$ cat src/rtl/bru_pkg.sv
package bru_pkg;

    localparam int unsigned COND_W = 4;
    localparam int unsigned KIND_W = 2;
    localparam int unsigned REL_LEN = 2;

    typedef enum logic [KIND_W-1:0] {
        KIND_FLAG = 2'd0,
        KIND_BSET = 2'd1,
        KIND_BCLR = 2'd2,
        KIND_ALT  = 2'd3
    } br_kind_e;

    typedef enum logic [COND_W-1:0] {
        C_ALWAYS = 4'd0,
        C_NEVER  = 4'd1,
        C_HI     = 4'd2,
        C_LS     = 4'd3,
        C_CCLR   = 4'd4,
        C_CSET   = 4'd5,
        C_ZCLR   = 4'd6,
        C_ZSET   = 4'd7,
        C_VCLR   = 4'd8,
        C_VSET   = 4'd9,
        C_NCLR   = 4'd10,
        C_NSET   = 4'd11,
        C_SGE    = 4'd12,
        C_SLT    = 4'd13,
        C_SGT    = 4'd14,
        C_SLE    = 4'd15
    } cond_e;

    typedef struct packed {
        logic n;
        logic z;
        logic v;
        logic c;
    } flags_t;

    // Conditions come in complementary pairs; the low code bit inverts
    // the sense of the pair's base test.
    function automatic logic pair_base(input logic [COND_W-2:0] grp,
                                       input flags_t f);
        logic lt;
        lt = f.n ^ f.v;
        case (grp)
            3'd0:    pair_base = 1'b1;
            3'd1:    pair_base = ~f.c & ~f.z;
            3'd2:    pair_base = ~f.c;
            3'd3:    pair_base = ~f.z;
            3'd4:    pair_base = ~f.v;
            3'd5:    pair_base = ~f.n;
            3'd6:    pair_base = ~lt;
            default: pair_base = ~f.z & ~lt;
        endcase
    endfunction

    function automatic logic is_bit_kind(input br_kind_e k);
        is_bit_kind = (k == KIND_BSET) || (k == KIND_BCLR);
    endfunction

endpackage

$ cat src/rtl/bru_cond_eval.sv
module bru_cond_eval
    import bru_pkg::*;
(
    input  logic [COND_W-1:0] cond_sel,
    input  flags_t            flags,
    output logic              cond_true
);

    logic base;

    always_comb begin
        base      = pair_base(cond_sel[COND_W-1:1], flags);
        cond_true = base ^ cond_sel[0];
    end

endmodule

$ cat src/rtl/bru_mask_test.sv
module bru_mask_test #(
    parameter int unsigned DATA_W = 8
) (
    input  logic [DATA_W-1:0] test_byte,
    input  logic [DATA_W-1:0] test_mask,
    output logic              all_ones,
    output logic              all_zeros
);

    logic [DATA_W-1:0] ok_one;
    logic [DATA_W-1:0] ok_zero;

    generate
        for (genvar i = 0; i < DATA_W; i++) begin : g_bit
            // An unselected bit never blocks either test.
            assign ok_one[i]  = ~test_mask[i] |  test_byte[i];
            assign ok_zero[i] = ~test_mask[i] | ~test_byte[i];
        end
    endgenerate

    assign all_ones  = &ok_one;
    assign all_zeros = &ok_zero;

endmodule

$ cat src/rtl/bru_target_calc.sv
module bru_target_calc #(
    parameter int unsigned ADDR_W = 16,
    parameter int unsigned DATA_W = 8,
    parameter int unsigned LEN_W  = 3
) (
    input  logic [ADDR_W-1:0] op_addr,
    input  logic [DATA_W-1:0] disp,
    input  logic [LEN_W-1:0]  ins_len,
    input  logic              taken,
    output logic [ADDR_W-1:0] next_pc
);

    localparam int unsigned EXT_W = ADDR_W - DATA_W;

    logic [ADDR_W-1:0] seq_pc;
    logic [ADDR_W-1:0] disp_ext;
    logic [ADDR_W-1:0] tgt_pc;

    always_comb begin
        seq_pc   = op_addr + ADDR_W'(ins_len);
        disp_ext = {{EXT_W{disp[DATA_W-1]}}, disp};
        tgt_pc   = seq_pc + disp_ext;
        next_pc  = taken ? tgt_pc : seq_pc;
    end

endmodule

$ cat src/rtl/bru_unit.sv
module bru_unit
    import bru_pkg::*;
#(
    parameter int unsigned ADDR_W = 16,
    parameter int unsigned DATA_W = 8,
    parameter int unsigned LEN_W  = 3
) (
    input  logic              clk,
    input  logic              rst,
    input  logic              req_valid,
    input  logic [ADDR_W-1:0] op_addr,
    input  logic [1:0]        br_kind,
    input  logic [3:0]        cond_sel,
    input  logic [DATA_W-1:0] disp,
    input  logic              flag_n,
    input  logic              flag_z,
    input  logic              flag_v,
    input  logic              flag_c,
    input  logic [DATA_W-1:0] test_byte,
    input  logic [DATA_W-1:0] test_mask,
    input  logic [LEN_W-1:0]  instr_len,
    output logic              res_valid,
    output logic              res_taken,
    output logic [ADDR_W-1:0] res_next_pc
);

    br_kind_e          kind;
    flags_t            flags;
    logic              cond_true;
    logic              bits_one;
    logic              bits_zero;
    logic              taken_d;
    logic [LEN_W-1:0]  len_d;
    logic [ADDR_W-1:0] pc_d;

    assign kind  = br_kind_e'(br_kind);
    assign flags = '{n: flag_n, z: flag_z, v: flag_v, c: flag_c};

    bru_cond_eval u_cond (
        .cond_sel  (cond_sel),
        .flags     (flags),
        .cond_true (cond_true)
    );

    bru_mask_test #(.DATA_W(DATA_W)) u_mask (
        .test_byte (test_byte),
        .test_mask (test_mask),
        .all_ones  (bits_one),
        .all_zeros (bits_zero)
    );

    always_comb begin
        case (kind)
            KIND_BSET: taken_d = bits_one;
            KIND_BCLR: taken_d = bits_zero;
            default:   taken_d = cond_true;
        endcase
        len_d = is_bit_kind(kind) ? instr_len : LEN_W'(REL_LEN);
    end

    bru_target_calc #(
        .ADDR_W (ADDR_W),
        .DATA_W (DATA_W),
        .LEN_W  (LEN_W)
    ) u_tgt (
        .op_addr (op_addr),
        .disp    (disp),
        .ins_len (len_d),
        .taken   (taken_d),
        .next_pc (pc_d)
    );

    always_ff @(posedge clk) begin
        if (rst) begin
            res_valid   <= 1'b0;
            res_taken   <= 1'b0;
            res_next_pc <= '0;
        end else begin
            res_valid <= req_valid;
            if (req_valid) begin
                res_taken   <= taken_d;
                res_next_pc <= pc_d;
            end
        end
    end

    // result strobe follows the request one edge later
    p_valid_latency_r1: assert property (@(posedge clk) disable iff (rst)
        !$past(rst) |-> (res_valid == $past(req_valid)));

    // idle cycles leave the result untouched
    p_idle_hold_r1: assert property (@(posedge clk) disable iff (rst)
        !req_valid |=> ($stable(res_taken) && $stable(res_next_pc)));

    // always and never codes
    p_always_r4: assert property (@(posedge clk) disable iff (rst)
        (req_valid && !is_bit_kind(kind) && cond_sel == C_ALWAYS) |=> res_taken);

    p_never_r4: assert property (@(posedge clk) disable iff (rst)
        (req_valid && !is_bit_kind(kind) && cond_sel == C_NEVER) |=> !res_taken);

    // a flag branch that falls through lands two bytes on
    p_fallthru_r3: assert property (@(posedge clk) disable iff (rst)
        (req_valid && !is_bit_kind(kind)) |=>
        (res_taken || res_next_pc == ADDR_W'($past(op_addr) + ADDR_W'(REL_LEN))));

    // mask tests
    p_bset_r8: assert property (@(posedge clk) disable iff (rst)
        (req_valid && kind == KIND_BSET && ((test_byte & test_mask) == test_mask))
        |=> res_taken);

    p_bclr_r8: assert property (@(posedge clk) disable iff (rst)
        (req_valid && kind == KIND_BCLR && ((test_byte & test_mask) != '0))
        |=> !res_taken);

endmodule

$ cat config.mk
export PLATFORM = sky130hd
export DESIGN_NAME = bru_unit
export DESIGN_NICKNAME = d
export VERILOG_FILES = /design/src/rtl/bru_pkg.sv /design/src/rtl/bru_cond_eval.sv /design/src/rtl/bru_mask_test.sv /design/src/rtl/bru_target_calc.sv /design/src/rtl/bru_unit.sv
export SDC_FILE = /design/constraint.sdc
export NUM_CORES = 1
export LEC_CHECK = 0
export BUFFER_PORTS_ARGS = -buffer_cell sky130_fd_sc_hd__buf_2
export CAP_MARGIN = 25
export CORE_UTILIZATION = 40
export DETAILED_ROUTE_END_ITERATION = 16
export PLACE_DENSITY_LB_ADDON = 0.25
export SLEW_MARGIN = 0
export SYNTH_ARGS = -nofsm -noshare
export SYNTH_HDL_FRONTEND = slang
export SYNTH_SLANG_ARGS = --single-unit
$ cat constraint.sdc
create_clock -name clk -period 8 [get_ports clk]
set_input_delay 0.4 -clock clk [delete_from_list [all_inputs] [get_ports clk]]
set_output_delay 0.4 -clock clk [all_outputs]
set_load 0.01 [all_outputs]
Yosys cells after proc, flatten, opt, wreduce, memory -nomap -nowiden

Index checks and enable logic that the tools add are counted.

Bits in registers: 18
Output and inout bits: 18

Add/subtract/negate cells: 2
Equal/unequal tests: 8
Muxes and demuxes: 4
Bitwise operators: 41
Reductions and logical operators: 4

Operators with widths:

| operator                                                        | number |
|---|---|
| 1-bit inverter                                                  | 21 |
| 16-bit adder                                                    | 1 |
| 16-bit by 3-bit adder with 16-bit output                        | 1 |
| 16-bit two-way mux                                              | 1 |
| 1-bit bitwise OR                                                | 16 |
| 8-bit AND reduction                                             | 2 |
| 3-bit == test, second input constant                            | 3 |
| 1-bit case mux with 7 select lines                              | 1 |
| 3-bit by 2-bit == test with 1-bit output, second input constant | 2 |
| 3-bit by 1-bit == test with 1-bit output, second input constant | 1 |
| 3-bit logical NOT                                               | 1 |
| 3-bit two-way mux                                               | 1 |
| 1-bit AND                                                       | 2 |
| 2-bit by 1-bit == test with 1-bit output, second input constant | 1 |
| 2-bit == test, second input constant                            | 1 |
| 1-bit case mux with 2 select lines                              | 1 |
| 1-bit XOR                                                       | 2 |
| 1-bit logical OR                                                | 1 |

Depth between registers and ports, before layout

Word-level depth: 7
Depth in mapped cells: 17

Cells and area by module

A second synthesis with hierarchy kept.

Cell total of the unflattened synthesis: 261
Area total of the unflattened synthesis: 2,193.4 um^2

By module, submodules not included:

| module          | instances | cells each | area each (um^2) |
|---|---|---|---|
| bru_target_calc | 1         | 162        | 1,277.5 |
| bru_unit        | 1         | 69         | 735.7 |
| bru_mask_test   | 1         | 18         | 100.1 |
| bru_cond_eval   | 1         | 12         | 80.1 |

Worst setup path before layout

Ideal clock, no wire load.

Path type: input to register
From: input port br_kind[0]
To: register res_next_pc[15]
Library setup time: 0.062 ns
Arrival time: 3.928 ns
Required time: 7.938 ns
Setup slack: 4.011 ns
Stages: 16
Path through: inv_1 > ha_1 > nor2b_1 > ha_1 > inv_1 > fa_1 > nand2b_1 > a21oi_1 > nand4_1 > xnor2_1 > ha_1 > a21o_1 > a31o_2 > a2111o_1 > or4_1 > nand3_1

Word-level cells in the longest chain between the ends: 6

RTL lines:

| item                                                                      | line                          | RTL |
|---|---|---|
| from (decl)                                                               | bru_unit.sv:12                | `input logic [1:0] br_kind,` |
| 2-bit by 1-bit == test with 1-bit output or 2-bit == test (tied branches) | bru_pkg.sv:59, bru_unit.sv:53 |  |
| 1-bit logical OR                                                          | bru_pkg.sv:59                 | `is_bit_kind = (k == KIND_BSET) \|\| (k == KIND_BCLR);` |
| 3-bit two-way mux                                                         | bru_unit.sv:58                | `len_d = is_bit_kind(kind) ? instr_len : LEN_W'(REL_LEN);` |
| 16-bit by 3-bit adder with 16-bit output                                  | bru_target_calc.sv:20         | `seq_pc = op_addr + ADDR_W'(ins_len);` |
| 16-bit adder                                                              | bru_target_calc.sv:22         | `tgt_pc = seq_pc + disp_ext;` |
| 16-bit two-way mux (*)                                                    | bru_target_calc.sv:23         | `next_pc = taken ? tgt_pc : seq_pc;` |
| to (signal assigned)                                                      | bru_unit.sv:82                | `res_next_pc <= pc_d;` |
| to (decl)                                                                 | bru_unit.sv:24                | `output logic [ADDR_W-1:0] res_next_pc` |

Mark *: on every way between the ends. The rest lies on a longest branch, timed or not.
A chain may end at the register's enable or synchronous reset.

Final worst setup path

Ends and elaborated chain as after synthesis.

==> out/summary.json <==
{
  "logic_synthesis": {
    "synth_largest_type_area_fraction": 0.1637,
    "post-synth-top-count-cell": "ha_1",
    "async_flop_share": 0,
    "syn_nets": 347,
    "yosysSeqAreaShare": 0.1637,
    "synth_enable_flop_cells": 0,
    "synth.ff_latch_count": 18,
    "total_of_warnings_raised_by_yosys": 0,
    "synth.top_cells.by_count": "21 x ha_1, 19 x inv_1, 18 x dfxtp_1, 17 x nor2_1, 14 x xnor2_1",
    "synthesis.instances": 268,
    "synth.lib_cells_used.distinct": 58,
    "synthTopCellsByArea": "dfxtp_1 16%, ha_1 12%, xnor2_1 5.6%",
    "postSynth.topFlopCell": "dfxtp_1",
    "synth_top_area_cell": "dfxtp_1",
    "synthesis.area_per_instance_um2": 8.212,
    "synth.cell_area_um2": 2201
  },
  "pwr": {
    "combinationalPowerShare": 0.519,
    "power.density_nw_per_um2": 138.4,
    "p_leak_nw": 1.265,
    "share_seq_of_total_power": 0.285,
    "vdd.ir_drop.worst_v": 0.00006110,
    "netSwitchingPower_w": 0.0001378,
    "power.share.clock": 0.196,
    "power_report.internal_total_w": 0.0002302,
    "netSwitchingFraction": 0.3745
  },
  "global_route": {
    "grt_max_degree": 29,
    "globalRouteMet3Util": 0.01677,
    "gr-usage-met1": 0.2699,
    "vias_in_the_first_global_route": 2130,
    "global_route_wire_length_before_repair_um": 9625,
    "gr-max-usage-layer": "met2",
    "grtUsageTotal": 0.1946,
    "groute.layer.met2.usage": 0.3355,
    "antenna_violations_before_repair": 0,
    "grt_overflow": 0
  },
  "worst_setup_path": {
    "critPathLaunchType": "input pin",
    "crit_path_to": "res_next_pc[15]",
    "logic_depth_of_the_worst_setup_path_including_buffers": 17,
    "kind_of_end_point_of_the_critical_path": "flop",
    "worstReg2RegStart": "res_next_pc[12]",
    "largest_stage_delay_on_the_critical_path_ns": 0.47,
    "worstSetupPathType": "in -> reg",
    "critical_path_peak_fanout": 6,
    "worstPathArrival_ns": 4.47,
    "critPathRequiredTime_ns": 8.19,
    "r2r.worst_path.cells": 3,
    "cp_cell_sequence": "buf_2 -> inv_1 -> ha_1 -> nor2b_1 -> ha_1 -> inv_1 -> fa_1 -> nand2b_1 -> a21oi_1 -> nand4_1 -> xnor2_1 -> ha_1 -> a21o_1 -> a31o_2 -> a2111o_1 -> or4_1 -> nand3_1",
    "r2r_setup_slack_ns": 7.16,
    "cp_common_cell": "ha_1",
    "crit_buf_inv": 3,
    "cp-startpoint": "br_kind[0]",
    "critPathTopFamily": "compound AO/OA/AOI/OAI gates",
    "regToRegEndpoint": "res_next_pc[12]",
    "crit_path_top_delay_cell": "or4_1"
  },
  "drt": {
    "dr.pass1.iters": 5,
    "routed_via_density": 5.475,
    "drt_iter0_markers": 89,
    "ant_nets": 0,
    "drt-wirelength-per-cell_um": 13.46,
    "num_vias": 2223,
    "remaining_drc_errors": 0,
    "route.final.wire_length_um": 5465
  },
  "clock_network": {
    "post_cts_resized": 0,
    "cts_hold_buffers": 0,
    "ctsLongestPathBuffers": 2,
    "clkLatencyLatePin_ns": 0.24,
    "number_of_buffers_inserted_during_clock_tree_synthesis": 3,
    "post_cts_buffers": 0,
    "clkSlewWorstSetupHoldPaths_ns": 0.07,
    "htree_levels": 1,
    "tritoncts": "done",
    "cts.sink_count": 18,
    "cts_root_buf": "clkbuf_8"
  },
  "floorplanning": {
    "rows": 26,
    "design.die.area_um2": 5803,
    "die_width_um": 76.18,
    "chipHeight_um": 76.18,
    "fp.coreArea_um2": 5205,
    "io-pin-count": 74,
    "initial_utilization": 0.4228
  },
  "timing": {
    "worstMarginPinSlew_ns": 0.7193,
    "worst_slew_margin_rel": 0.5195,
    "slew_viol_final": 0,
    "post-route-min-period_ns": 4.277,
    "timing.hold.ws_ns": 0.4811,
    "rsz_0062_raised_after_global_routing": "false",
    "clock.fmax_ghz": 0.2338,
    "hold_violations": 0,
    "final.setup.tns_ns": 0,
    "setup_violations": 0,
    "finalCritPeriodShare": 0.5346,
    "fin_worst_skew_ns": 0
  },
  "min_path": {
    "min_path_type": "reg -> reg"
  },
  "placement": {
    "place_hpwl_um": 4514,
    "port-buffer-count": 73,
    "placed_area_um2": 2604,
    "gpl.final_weighted_congestion": 0.8726
  },
  "cells_and_area": {
    "drive_gt1_frac": 0.2679,
    "post-route-util": 0.5108,
    "fillerInstances": 528,
    "num-nets-final": 416,
    "insertedDiodeCount": 0,
    "final_area_um2": 2659,
    "area_growth_pct": 20.81
  },
  "flow_run": {
    "maxCapViolations": 0
  },
  "outcome": {
    "run_status": "finished, final reports clean"
  }
}
## how the worst min path moves through the flow
stage,from,end,slack (ns),cells past startpoint
detailed placement,res_next_pc[1],res_next_pc[1],0.48,2
floorplan,res_next_pc[0],res_next_pc[0],0.50,2
CTS,res_next_pc[1],res_next_pc[1],0.49,2
global placement,res_next_pc[8],res_next_pc[8],0.48,2
global route,res_next_pc[3],res_next_pc[3],0.50,2
finish,res_next_pc[1],res_next_pc[1],0.48,2
## cells in the final DEF (no fill, tap or decap), types with 2 or more instances in the layout
cell type / netlist / final
xnor2_1: 14 / 14
a211oi_1: 12 / 12
mux2_2: 2 / 2
clkbuf_8: 0 / 4
a2111o_1: 3 / 3
and3_1: 4 / 4
buf_2: 0 / 73
ha_1: 21 / 21
nor3_1: 6 / 6
nor2b_1: 5 / 5
nand2b_1: 5 / 5
mux2i_1: 12 / 12
a21oi_1: 12 / 12
a311oi_1: 2 / 2
o211ai_1: 2 / 2
nor3b_1: 6 / 6
inv_1: 19 / 19
and2_1: 2 / 2
xor2_1: 9 / 9
a2111oi_0: 2 / 2
nor2_1: 17 / 17
nand3_1: 6 / 6
fa_1: 2 / 2
o21a_1: 3 / 3
nand2_1: 12 / 12
and4bb_2: 2 / 2
a222oi_1: 2 / 2
and4_1: 2 / 2
nand4_1: 7 / 7
a21o_1: 8 / 8
a31oi_1: 8 / 8
o21ai_0: 10 / 10
or3_1: 2 / 2
dfxtp_1: 18 / 18
## cell type report
type / instances / area [um^2] / area share
multi-input combinational: 220 / 1708 / 0.6424
tap: 70 / 87.58 / 0.03294
timing repair buffer: 74 / 372.9 / 0.1402
sequential: 18 / 360.3 / 0.1355
clock buffer: 4 / 55.05 / 0.02071
inverter: 20 / 75.07 / 0.02824
## flip-flops by register name, summed over array words and instances, names as in the netlist
name and flops:
res_next_pc 16, res_valid 1, res_taken 1
## metrics by stage
step           total power, W  instances  setup WS (ns)
2_1_floorplan       0.0002440        268          4.011
3_3_place_gp        0.0002956        402          3.635
3_5_place_dp        0.0002962        402          3.489
4_1_cts             0.0003688        406          3.719
5_1_grt             0.0003981        406          3.397
6_report            0.0003679        406          3.723
## worst min-delay path: cells and delay by family, from the launching register on
kind               cells  cell delay (ns)
DFF                    1             0.31
and+or+nand+nor        1             0.08
AOI/OAI and AO/OA      1             0.05
## power groups by stage
stage / registers [W] / clock network (W) / logic, W
after floorplan: 0.000112 / 0 / 0.000132
after global placement: 0.000107 / 0 / 0.000189
after detailed placement: 0.000107 / 0 / 0.000189
after CTS: 0.000105 / 0.0000734 / 0.000190
after global routing: 0.000106 / 0.0000784 / 0.000213
final: 0.000105 / 0.0000720 / 0.000191
## logic make-up after synthesis
kind of cell / synth area share
compound gates: 0.2718
xor+xnor: 0.09153
fa+ha+maj: 0.1376
buf+inv: 0.06367
flops: 0.1637
mux: 0.06481
simple gates: 0.2069
## per-layer routing
metal  part of all wire  up-vias
met4                  0        0
met1               0.51     1031
met2               0.46       50
li1                   -     1142
met5                  0        -
met3              0.033        0
Power figures use the tool's default switching activity.
